### config.mk
export PLATFORM = sky130hd
export DESIGN_NAME = uart_frame_tx
export DESIGN_NICKNAME = d
export VERILOG_FILES = /design/src/rtl/uart_tx_pkg.sv /design/src/rtl/uart_tx_datapath.sv /design/src/rtl/uart_tx_ctrl.sv /design/src/rtl/uart_frame_tx.sv
export SDC_FILE = /design/constraint.sdc
export NUM_CORES = 1
export LEC_CHECK = 0
export BUFFER_PORTS_ARGS = -buffer_cell sky130_fd_sc_hd__buf_2
export CAP_MARGIN = 5
export CORE_MARGIN = 2
export CORE_UTILIZATION = 50
export CTS_CLUSTER_DIAMETER = 100
export CTS_CLUSTER_SIZE = 24
export DETAILED_ROUTE_END_ITERATION = 8
export GPL_TIMING_DRIVEN = 1
export PLACE_DENSITY = 0.8
export RECOVER_POWER = 50
export SETUP_SLACK_MARGIN = 0.4
export SKIP_LAST_GASP = 1
export SYNTH_ARGS = -nofsm -noshare
export SYNTH_HDL_FRONTEND = slang
export SYNTH_SLANG_ARGS = --single-unit
### constraint.sdc
create_clock -name clk -period 2.5 [get_ports clk]
set_clock_uncertainty 0.05 [all_clocks]
set_input_delay 0.75 -clock clk [delete_from_list [all_inputs] [get_ports clk]]
set_output_delay 0.75 -clock clk [all_outputs]
set_load 0.005 [all_outputs]
### src/rtl/uart_tx_pkg.sv
package uart_tx_pkg;

  localparam int CFG_W        = 16;
  localparam int CFG_LEN_LSB  = 0;
  localparam int CFG_PAR_LSB  = 8;
  localparam int CFG_STOP_LSB = 12;

  typedef enum logic [1:0] {
    LINE_MARK,
    LINE_SPACE,
    LINE_DATA,
    LINE_PARITY
  } lineSel_e;

  typedef enum logic [2:0] {
    ST_IDLE,
    ST_START,
    ST_DATA,
    ST_PARITY,
    ST_STOP
  } txState_e;

  // control to datapath strobes
  typedef struct packed {
    logic     loadShift;  // dequeue head into shifter, compute parity
    logic     shiftBit;   // advance to the next data bit
    lineSel_e lineSel;    // what the line shows this bit period
  } dpStrobe_t;

  // length code: 2..5 -> 5..8 bits, everything else -> 8 bits
  function automatic logic [3:0] decodeLen(input logic [3:0] code);
    case (code)
      4'd2:    decodeLen = 4'd5;
      4'd3:    decodeLen = 4'd6;
      4'd4:    decodeLen = 4'd7;
      default: decodeLen = 4'd8;
    endcase
  endfunction

endpackage

### src/rtl/uart_tx_datapath.sv
module uart_tx_datapath
  import uart_tx_pkg::*;
#(
  parameter int DATA_W = 8
) (
  input  logic              clk,
  input  logic              rstN,
  input  logic              wrStrobe,
  input  logic [DATA_W-1:0] wrData,
  input  logic [CFG_W-1:0]  frameCfg,
  input  dpStrobe_t         strobe,
  output logic [1:0]        bufCount,
  output logic              ovfPulse,
  output logic              txLine
);

  localparam int SLOTS = 2;

  logic [DATA_W-1:0] slotQ [SLOTS];
  logic              wrPtr;
  logic              rdPtr;
  logic [1:0]        countQ;
  logic [DATA_W-1:0] shiftQ;
  logic              parityQ;
  logic              wrAccept;
  logic [DATA_W-1:0] lenMask;
  logic [DATA_W-1:0] headMasked;
  logic [3:0]        lenNow;

  assign wrAccept = wrStrobe && (countQ != 2'(SLOTS));
  assign ovfPulse = wrStrobe && (countQ == 2'(SLOTS));
  assign bufCount = countQ;
  assign lenNow   = decodeLen(frameCfg[CFG_LEN_LSB +: 4]);

  always_comb begin
    for (int i = 0; i < DATA_W; i++) begin
      lenMask[i] = (i < int'(lenNow));
    end
    headMasked = slotQ[rdPtr] & lenMask;
  end

  // holding queue
  always_ff @(posedge clk or negedge rstN) begin
    if (!rstN) begin
      wrPtr  <= 1'b0;
      rdPtr  <= 1'b0;
      countQ <= '0;
      for (int i = 0; i < SLOTS; i++) slotQ[i] <= '0;
    end else begin
      if (wrAccept) begin
        slotQ[wrPtr] <= wrData;
        wrPtr        <= ~wrPtr;
      end
      if (strobe.loadShift) rdPtr <= ~rdPtr;
      countQ <= countQ + 2'(wrAccept) - 2'(strobe.loadShift);
    end
  end

  // shifter and parity
  always_ff @(posedge clk or negedge rstN) begin
    if (!rstN) begin
      shiftQ  <= '0;
      parityQ <= 1'b0;
    end else if (strobe.loadShift) begin
      shiftQ  <= headMasked;
      parityQ <= (^headMasked) ^ frameCfg[CFG_PAR_LSB];
    end else if (strobe.shiftBit) begin
      shiftQ  <= shiftQ >> 1;
    end
  end

  always_comb begin
    case (strobe.lineSel)
      LINE_SPACE:  txLine = 1'b0;
      LINE_DATA:   txLine = shiftQ[0];
      LINE_PARITY: txLine = parityQ;
      default:     txLine = 1'b1;
    endcase
  end

  assert_level_bound_R5: assert property (@(posedge clk) disable iff (!rstN)
    countQ <= 2'(SLOTS))
    else $error("queue level above capacity");

  assert_no_overflow_R6: assert property (@(posedge clk) disable iff (!rstN)
    (wrStrobe && countQ == 2'(SLOTS) && !strobe.loadShift) |=> countQ == 2'(SLOTS))
    else $error("write into full queue changed its level");

  assert_load_nonempty_R5: assert property (@(posedge clk) disable iff (!rstN)
    strobe.loadShift |-> countQ != 2'd0)
    else $error("dequeue from empty queue");

endmodule

### src/rtl/uart_tx_ctrl.sv
module uart_tx_ctrl
  import uart_tx_pkg::*;
#(
  parameter int TICKS_PER_BIT = 16,
  parameter int DATA_W        = 8
) (
  input  logic             clk,
  input  logic             rstN,
  input  logic             tick,
  input  logic             cmdEnable,
  input  logic             cmdDisable,
  input  logic             wrStrobe,
  input  logic [CFG_W-1:0] frameCfg,
  input  logic             levelHalf,
  input  logic [1:0]       bufCount,
  output dpStrobe_t        strobe,
  output logic             statEnabled,
  output logic             statBufRoom,
  output logic             statTxDone,
  output logic             flagBufRoom,
  output logic             flagTxDone
);

  localparam int TICK_W = $clog2(2 * TICKS_PER_BIT);
  localparam int BIT_W  = $clog2(DATA_W);
  localparam int HALF   = TICKS_PER_BIT / 2;
  localparam logic [TICK_W-1:0] BIT_LAST   = TICK_W'(TICKS_PER_BIT - 1);
  localparam logic [TICK_W-1:0] STOP_HALF  = TICK_W'(HALF - 1);
  localparam logic [TICK_W-1:0] STOP_ONE   = TICK_W'(TICKS_PER_BIT - 1);
  localparam logic [TICK_W-1:0] STOP_ONEHF = TICK_W'(TICKS_PER_BIT + HALF - 1);
  localparam logic [TICK_W-1:0] STOP_TWO   = TICK_W'(2 * TICKS_PER_BIT - 1);

  txState_e          state;
  lineSel_e          lineSelQ;
  logic [TICK_W-1:0] tickLeft;
  logic [BIT_W-1:0]  bitLeft;
  logic [3:0]        lenLat;
  logic              parLat;
  logic [1:0]        stopLat;
  logic [TICK_W-1:0] stopLast;
  logic              enabledQ;
  logic              txDoneQ;
  logic              roomPrev;
  logic              donePrev;
  logic              periodEnd;
  logic              stopEnd;

  assign periodEnd = tick && (tickLeft == '0);
  assign stopEnd   = (state == ST_STOP) && periodEnd;

  always_comb begin
    case (stopLat)
      2'b00:   stopLast = STOP_HALF;
      2'b01:   stopLast = STOP_ONE;
      2'b10:   stopLast = STOP_ONEHF;
      default: stopLast = STOP_TWO;
    endcase
  end

  always_comb begin
    strobe.loadShift = (state == ST_IDLE) && enabledQ && (bufCount != 2'd0);
    strobe.shiftBit  = (state == ST_DATA) && periodEnd && (bitLeft != '0);
    strobe.lineSel   = lineSelQ;
  end

  // frame sequencer
  always_ff @(posedge clk or negedge rstN) begin
    if (!rstN) begin
      state    <= ST_IDLE;
      lineSelQ <= LINE_MARK;
      tickLeft <= '0;
      bitLeft  <= '0;
      lenLat   <= 4'd8;
      parLat   <= 1'b0;
      stopLat  <= 2'b01;
    end else begin
      case (state)
        ST_IDLE: begin
          if (strobe.loadShift) begin
            state    <= ST_START;
            lineSelQ <= LINE_SPACE;
            tickLeft <= BIT_LAST;
            lenLat   <= decodeLen(frameCfg[CFG_LEN_LSB +: 4]);
            parLat   <= frameCfg[CFG_PAR_LSB + 1];
            stopLat  <= frameCfg[CFG_STOP_LSB +: 2];
          end
        end
        ST_START: begin
          if (periodEnd) begin
            state    <= ST_DATA;
            lineSelQ <= LINE_DATA;
            tickLeft <= BIT_LAST;
            bitLeft  <= BIT_W'(lenLat - 4'd1);
          end else if (tick) begin
            tickLeft <= tickLeft - 1'b1;
          end
        end
        ST_DATA: begin
          if (periodEnd) begin
            if (bitLeft != '0) begin
              bitLeft  <= bitLeft - 1'b1;
              tickLeft <= BIT_LAST;
            end else if (parLat) begin
              state    <= ST_PARITY;
              lineSelQ <= LINE_PARITY;
              tickLeft <= BIT_LAST;
            end else begin
              state    <= ST_STOP;
              lineSelQ <= LINE_MARK;
              tickLeft <= stopLast;
            end
          end else if (tick) begin
            tickLeft <= tickLeft - 1'b1;
          end
        end
        ST_PARITY: begin
          if (periodEnd) begin
            state    <= ST_STOP;
            lineSelQ <= LINE_MARK;
            tickLeft <= stopLast;
          end else if (tick) begin
            tickLeft <= tickLeft - 1'b1;
          end
        end
        default: begin
          if (periodEnd) begin
            state    <= ST_IDLE;
            lineSelQ <= LINE_MARK;
          end else if (tick) begin
            tickLeft <= tickLeft - 1'b1;
          end
        end
      endcase
    end
  end

  // enable, completion and flag edges
  always_ff @(posedge clk or negedge rstN) begin
    if (!rstN) begin
      enabledQ <= 1'b0;
      txDoneQ  <= 1'b0;
      roomPrev <= 1'b1;
      donePrev <= 1'b0;
    end else begin
      if (cmdDisable)     enabledQ <= 1'b0;
      else if (cmdEnable) enabledQ <= 1'b1;
      if (wrStrobe)                              txDoneQ <= 1'b0;
      else if (stopEnd && bufCount == 2'd0)      txDoneQ <= 1'b1;
      roomPrev <= statBufRoom;
      donePrev <= txDoneQ;
    end
  end

  assign statEnabled = enabledQ;
  assign statTxDone  = txDoneQ;
  assign statBufRoom = levelHalf ? (bufCount <= 2'd1) : (bufCount == 2'd0);
  assign flagBufRoom = statBufRoom && !roomPrev;
  assign flagTxDone  = txDoneQ && !donePrev;

  assert_disable_wins_R9: assert property (@(posedge clk) disable iff (!rstN)
    cmdDisable |=> !statEnabled)
    else $error("disable pulse did not switch transmitter off");

  assert_enable_R9: assert property (@(posedge clk) disable iff (!rstN)
    (cmdEnable && !cmdDisable) |=> statEnabled)
    else $error("enable pulse ignored");

  assert_done_idle_R8: assert property (@(posedge clk) disable iff (!rstN)
    statTxDone |-> (state == ST_IDLE && bufCount == 2'd0))
    else $error("completion reported while work remains");

  assert_no_start_off_R10: assert property (@(posedge clk) disable iff (!rstN)
    (state == ST_IDLE && !enabledQ) |=> state == ST_IDLE)
    else $error("frame started while transmitter off");

  assert_idle_mark_R1: assert property (@(posedge clk) disable iff (!rstN)
    (state == ST_IDLE) |-> (lineSelQ == LINE_MARK))
    else $error("line not at mark while idle");

endmodule

### src/rtl/uart_frame_tx.sv
module uart_frame_tx
  import uart_tx_pkg::*;
#(
  parameter int TICKS_PER_BIT = 16,
  parameter int DATA_W        = 8
) (
  input  logic              clk,
  input  logic              rstN,
  input  logic              tick,
  input  logic              wrStrobe,
  input  logic [DATA_W-1:0] wrData,
  input  logic              cmdEnable,
  input  logic              cmdDisable,
  input  logic [15:0]       frameCfg,
  input  logic              levelHalf,
  output logic              txLine,
  output logic              statEnabled,
  output logic              statBufRoom,
  output logic              statTxDone,
  output logic              flagBufRoom,
  output logic              flagTxDone,
  output logic              ovfPulse
);

  dpStrobe_t  strobe;
  logic [1:0] bufCount;

  uart_tx_ctrl #(
    .TICKS_PER_BIT(TICKS_PER_BIT),
    .DATA_W       (DATA_W)
  ) ctrl_i (
    .clk        (clk),
    .rstN       (rstN),
    .tick       (tick),
    .cmdEnable  (cmdEnable),
    .cmdDisable (cmdDisable),
    .wrStrobe   (wrStrobe),
    .frameCfg   (frameCfg),
    .levelHalf  (levelHalf),
    .bufCount   (bufCount),
    .strobe     (strobe),
    .statEnabled(statEnabled),
    .statBufRoom(statBufRoom),
    .statTxDone (statTxDone),
    .flagBufRoom(flagBufRoom),
    .flagTxDone (flagTxDone)
  );

  uart_tx_datapath #(
    .DATA_W(DATA_W)
  ) dp_i (
    .clk     (clk),
    .rstN    (rstN),
    .wrStrobe(wrStrobe),
    .wrData  (wrData),
    .frameCfg(frameCfg),
    .strobe  (strobe),
    .bufCount(bufCount),
    .ovfPulse(ovfPulse),
    .txLine  (txLine)
  );

endmodule

# == After elaboration in Yosys (flattened, before gate mapping) ==
# Cells that the tools add are included.
# classes
addsub,5
order_cmp,12
n_eq_ne,21
n_mux,44
bitwise,6
n_reduce_logical,31
# op_table
operator,n
two-way mux 8 bit,6
two-way mux 5 bit,8
two-way mux 3 bit,10
one-hot mux 5 bit (4 select lines),1
bitwise mux 16 bit,1
"less-than comparator 3 x 4 -> 1 bit, first input constant",4
one-hot mux 5 bit (3 select lines),1
logical AND 1 bit,12
two-way mux 2 bit,6
one-hot mux 3 bit (4 select lines),1
one-hot mux 4 bit (3 select lines),1
nonzero test 2 bit,6
AND 8 bit,1
demux 8 bit (select 1 bit),1
"== test 2 bit, second input constant",4
"== test 4 x 2 -> 1 bit, second input constant",2
"less-than comparator 1 x 4 -> 1 bit, first input constant",2
"less-than comparator 2 x 4 -> 1 bit, first input constant",2
"!= test 2 x 1 -> 1 bit, second input constant",4
XOR reduction 8 bit,1
"== test 3 x 2 -> 1 bit, second input constant",2
"!= test 2 bit, second input constant",3
one-hot mux 2 bit (3 select lines),1
one-hot mux 3 bit (2 select lines),1
other kinds (26),38
# word_totals
regBits,52
inputBits,31
out_inout_bits,7
elab_cells,137

# == Logic depth before layout (Yosys ltp) ==
# depth
depth_word,7
mapped_depth,10

# == By module ==
# From an unflattened synthesis, not the netlist that was laid out.
# hier_totals
cells_unflattened,251
hier_area_um2,2717.6
# by_module_without_submodules
mod,instances,cells_each,area_each_um2
uart_tx_datapath,1,118,1423.9
uart_tx_ctrl,1,133,1293.7

# == Least setup slack after synthesis ==
# Ideal clock, no wire load.
# synth_timing
kind,input to register
from,input port tick
to,register dp_i.shiftQ[0]
t_arrival_ns,1.894
t_required_ns,2.314
setup_slack_ns,0.420
stages,5
n_path_buf,0
cell_sequence,nand4bb_1 > or2_2 > nor3_4 > mux2i_1 > mux2i_1
# synth_between
elab_chain_cells,4
# synth_lines
item,line_no,rtl
from (decl),uart_frame_tx.sv:9,"input logic tick,"
logical AND 1 bit,uart_tx_ctrl.sv:48,assign periodEnd = tick && (tickLeft == '0);
logical AND 1 bit (2 in series),uart_tx_ctrl.sv:62,strobe.shiftBit = (state == ST_DATA) && periodEnd && (bitLeft != '0);
nonzero test 2 bit (no source line),--,
to (signal assigned),uart_tx_datapath.sv:65,shiftQ <= headMasked;
to (signal assigned),uart_tx_datapath.sv:68,shiftQ <= shiftQ >> 1;
to (decl),uart_tx_datapath.sv:23,logic [DATA_W-1:0] shiftQ;
# No other way between the ends.
# A chain may end at the register's enable or synchronous reset.

# == Worst setup path in the final report ==
# layout_timing
from,input port levelHalf
to,output port flagBufRoom
# layout_between
elab_chain_cells,2
# layout_lines
item,line_no,rtl
from (decl),uart_frame_tx.sv:15,"input logic levelHalf,"
two-way mux 1 bit,uart_tx_ctrl.sv:156,assign statBufRoom = levelHalf ? (bufCount <= 2'd1) : (bufCount == 2'd0);
logical AND 1 bit,uart_tx_ctrl.sv:157,assign flagBufRoom = statBufRoom && !roomPrev;
to (decl),uart_frame_tx.sv:20,"output logic flagBufRoom,"
# No other way between the ends.

==> reports/metrics.cfg <==
[status]
outcome = finished clean

[sta]
finalHoldViolations = 0
rsz0062_at_grt = no
slew_headroom = 0.2091
setup_total_negative_slack_ns = 0
post-route-min-period_ns = 2.073
fin_crit_sh = 0.8292
finalSetupViolCount = 0
maxSlewViolCount = 0
tightest_slew_ns = 1.186
max_freq_ghz = 0.4824

[yosys]
synth_top_area_cell = dfrtp_1
ys_ff_latch = 52
ys.flop_type = dfrtp_1
async_reset_ff_frac = 1.000
synth.area.top_cells = dfrtp_1 47%, mux2_2 8.5%, mux2i_1 6.8%
ys_seq_area_frac = 0.4941
syn_area_mm2 = 0.002639
syn_nets = 275
yosys_warnings = 0
avgSynthCellArea_um2 = 10.99
syn_inst = 240
yosys.cell_types.count = 47
yosys.area.top_type_share = 0.4742
synth_edf_count = 0

[worst_setup_path]
slowest_delay_ns = 0.19
path_max_fanout = 3
worst_path_most_repeated_cell = buf_2
critical_path_buf_inv_count = 2
worstPathCellList = buf_2 > o21a_1 > nor2b_4 > buf_2
critPathKind = in2out
cp.arrival_ns = 1.27
worstPathRequired_ns = 1.70
end_kind = primary output
crit_family = buffers and inverters
startpoint_type = primary input
cp_slowest_cell = o21a_1

[floorplanning]
start_util = 0.5167
core_mm2 = 0.005107
rows = 26
die_y_um = 76.65
die-area_mm2 = 0.005874
die_x_um = 76.65
pin_count = 38

[final_layout]
layout-drive-gt1-share = 0.3158
fin_util = 0.6041
syn2layout_area_growth_pct = 16.93
fin_nets = 319
diodes = 0

[power]
cellPowerDensity_mw_per_mm2 = 1193
vdd_drop_max_mv = 0.6699
p_leak_nw = 1.395

[worst_hold_path]
hp-class = reg2reg

[clock_tree]
insertion_delay_ns = 0.30
root_buffer = clkbuf_8
cts_buffers = 5
holdBufCountCts = 0
cts_tree = done
cts.clk_slew.worst_paths_ns = 0.09
htree_levels = 2
cts_buffer_depth = 2
clock-sinks = 52

[global_route]
grt_usage = 0.1719
grt_pass1_vias = 1826
grt_overflow = 0
grt_max_degree = 33
grt_pass1_wl_um = 8024
grt_antenna_before_repair = 0

[detailed_routing]
via_per_inst = 5.380
wl_per_cell_um = 13.60
drcViolationCount = 0
drt_iter0_markers = 88
dr.pass1.iters = 4
wirelength_um = 4829
vias = 1910
antenna_left = 0

[placed_design]
numPortBuffers = 29
dp_hpwl_um = 3517
gp_congestion = 0.7985

[run]
maxCapViolCount = 0

placed cells by master (no fill, tap or decap), types with 2 or more instances in the layout:
cell type / instances
a211oi_1: 7
a21o_1: 2
a21oi_1: 10
a22oi_1: 2
and3_1: 2
buf_2: 28
buf_4: 14
clkbuf_1: 3
clkbuf_8: 5
dfrtp_1: 46
dfrtp_2: 4
dfstp_2: 2
ha_1: 2
ha_2: 2
inv_1: 9
mux2_2: 20
mux2i_1: 17
nand2_1: 22
nor2_1: 12
nor2b_1: 9
nor3_1: 4
o211ai_1: 2
o21a_1: 2
o21ai_0: 12
o21ai_1: 3
o311ai_0: 2
o31ai_1: 3
xnor2_1: 9
xor2_1: 3
synth_stat cells, types with 2 or more instances:
cell type and n:
clkbuf_1 3, a22oi_1 2, o21ai_0 13, buf_2 3, a21o_1 2, xor2_1 3, nor3_1 4, inv_1 9
o311ai_0 2, o21ai_1 2, nor2b_1 10, dfstp_2 2, mux2_2 20, o211ai_1 2, and3_1 2, nand2_1 22
buf_6 2, ha_1 4, a211oi_1 7, xnor2_1 9, a21oi_1 10, dfrtp_1 50, o21a_1 2, mux2i_1 18
o31ai_1 3, nor2_1 13
path summary, 6_finish.rpt:
path                                                from                        endpoint  slack (ns)  depth (start not counted)
max                                            levelHalf                     flagBufRoom        0.43                          4
min                        ctrl_i.statTxDone$_DFFE_PN0P_       ctrl_i.donePrev$_DFF_PN0_        0.37                          0
max reg2reg                   dp_i.bufCount[1]$_DFF_PN0_  ctrl_i.lineSelQ[0]$_DFFE_PN0P_        0.48                          7
min reg2reg                ctrl_i.statTxDone$_DFFE_PN0P_       ctrl_i.donePrev$_DFF_PN0_        0.37                          0
max in group asynchronous                           rstN   ctrl_i.stopLat[0]$_DFFE_PN1P_        0.97                          2
min in group asynchronous                           rstN  ctrl_i.statEnabled$_DFFE_PN0P_        0.61                          1
timing repair:
item | 4_1_cts | 5_1_grt
buffers inserted | 0 | 10
gates resized for setup | 0 | 15
endpoints found under the setup margin | 0 | 12
cells by family after synthesis:
| kind of cell | count (synthesis) | share of synthesized area |
|---|---|---|
| AND/OR/NAND/NOR | 63 | 0.1247 |
| flip-flops | 52 | 0.4941 |
| AO/OA/AOI/OAI | 51 | 0.1247 |
| multiplexers | 38 | 0.1536 |
| buffers and inverters | 19 | 0.03556 |
| XOR/XNOR | 13 | 0.04837 |
| adder cells (fa/ha/maj) | 4 | 0.01897 |
layout make-up:
| type | instances | area (um2) |
|---|---|---|
| Clock buffer | 7 | 76.32 |
| Clock inverter | 1 | 5.005 |
| Fill cell | 468 | 2022 |
| Inverter | 10 | 41.29 |
| Multi-Input combinational cell | 169 | 1279 |
| Sequential cell | 52 | 1309 |
| Tap cell | 70 | 87.58 |
| Timing Repair Buffer | 46 | 287.8 |
worst register-to-register path: stages (launching register included):
cell and delay, ns:
dfrtp_1 0.41, buf_4 0.15, o21ai_1 0.15, nand2b_1 0.22, clkinvlp_4 0.15, buf_4 0.16
o22ai_2 0.25, mux2_2 0.38
routing by layer:
layer / share of wire / vias up / track usage / wire [um]
li1: - / 942 / - / -
met1: 0.44 / 926 / 0.2067 / 2113
met2: 0.51 / 33 / 0.2991 / 2461
met3: 0.036 / 9 / 0.04147 / 175
met4: 0.016 / 0 / 0.06364 / 78
met5: 0 / - / 0 / 0
registers in the layout, indices dropped and copies added (netlist names), 2 cells and up:
register	flops
ctrl_i.bitLeft	3
ctrl_i.lenLat	3
ctrl_i.lineSelQ	2
ctrl_i.state	3
ctrl_i.stopLat	2
ctrl_i.tickLeft	5
dp_i.bufCount	2
dp_i.shiftQ	8
dp_i.slotQ	16
power by group:
part | internal, W | switching (W)
clock network | 0.000197 | 0.000258
logic | 0.000954 | 0.000757
registers | 0.00123 | 0.000289
total | 0.00238 | 0.00130
metrics by stage:
stage               area [um2]  power (W)  setup WS (ns)  cells  hold slack, ns
CTS                       2962   0.003572         0.4341    345          0.3558
finish                    3085   0.003681         0.4271    355          0.3732
global placement          2880   0.003018         0.2941    337          0.3554
global route              3085   0.003968         0.3736    355          0.4012
detailed placement        2880   0.003111         0.2508    337          0.3569
floorplan                 2639   0.002750         0.4200    240          0.3582
Power figures use the tool's default switching activity.
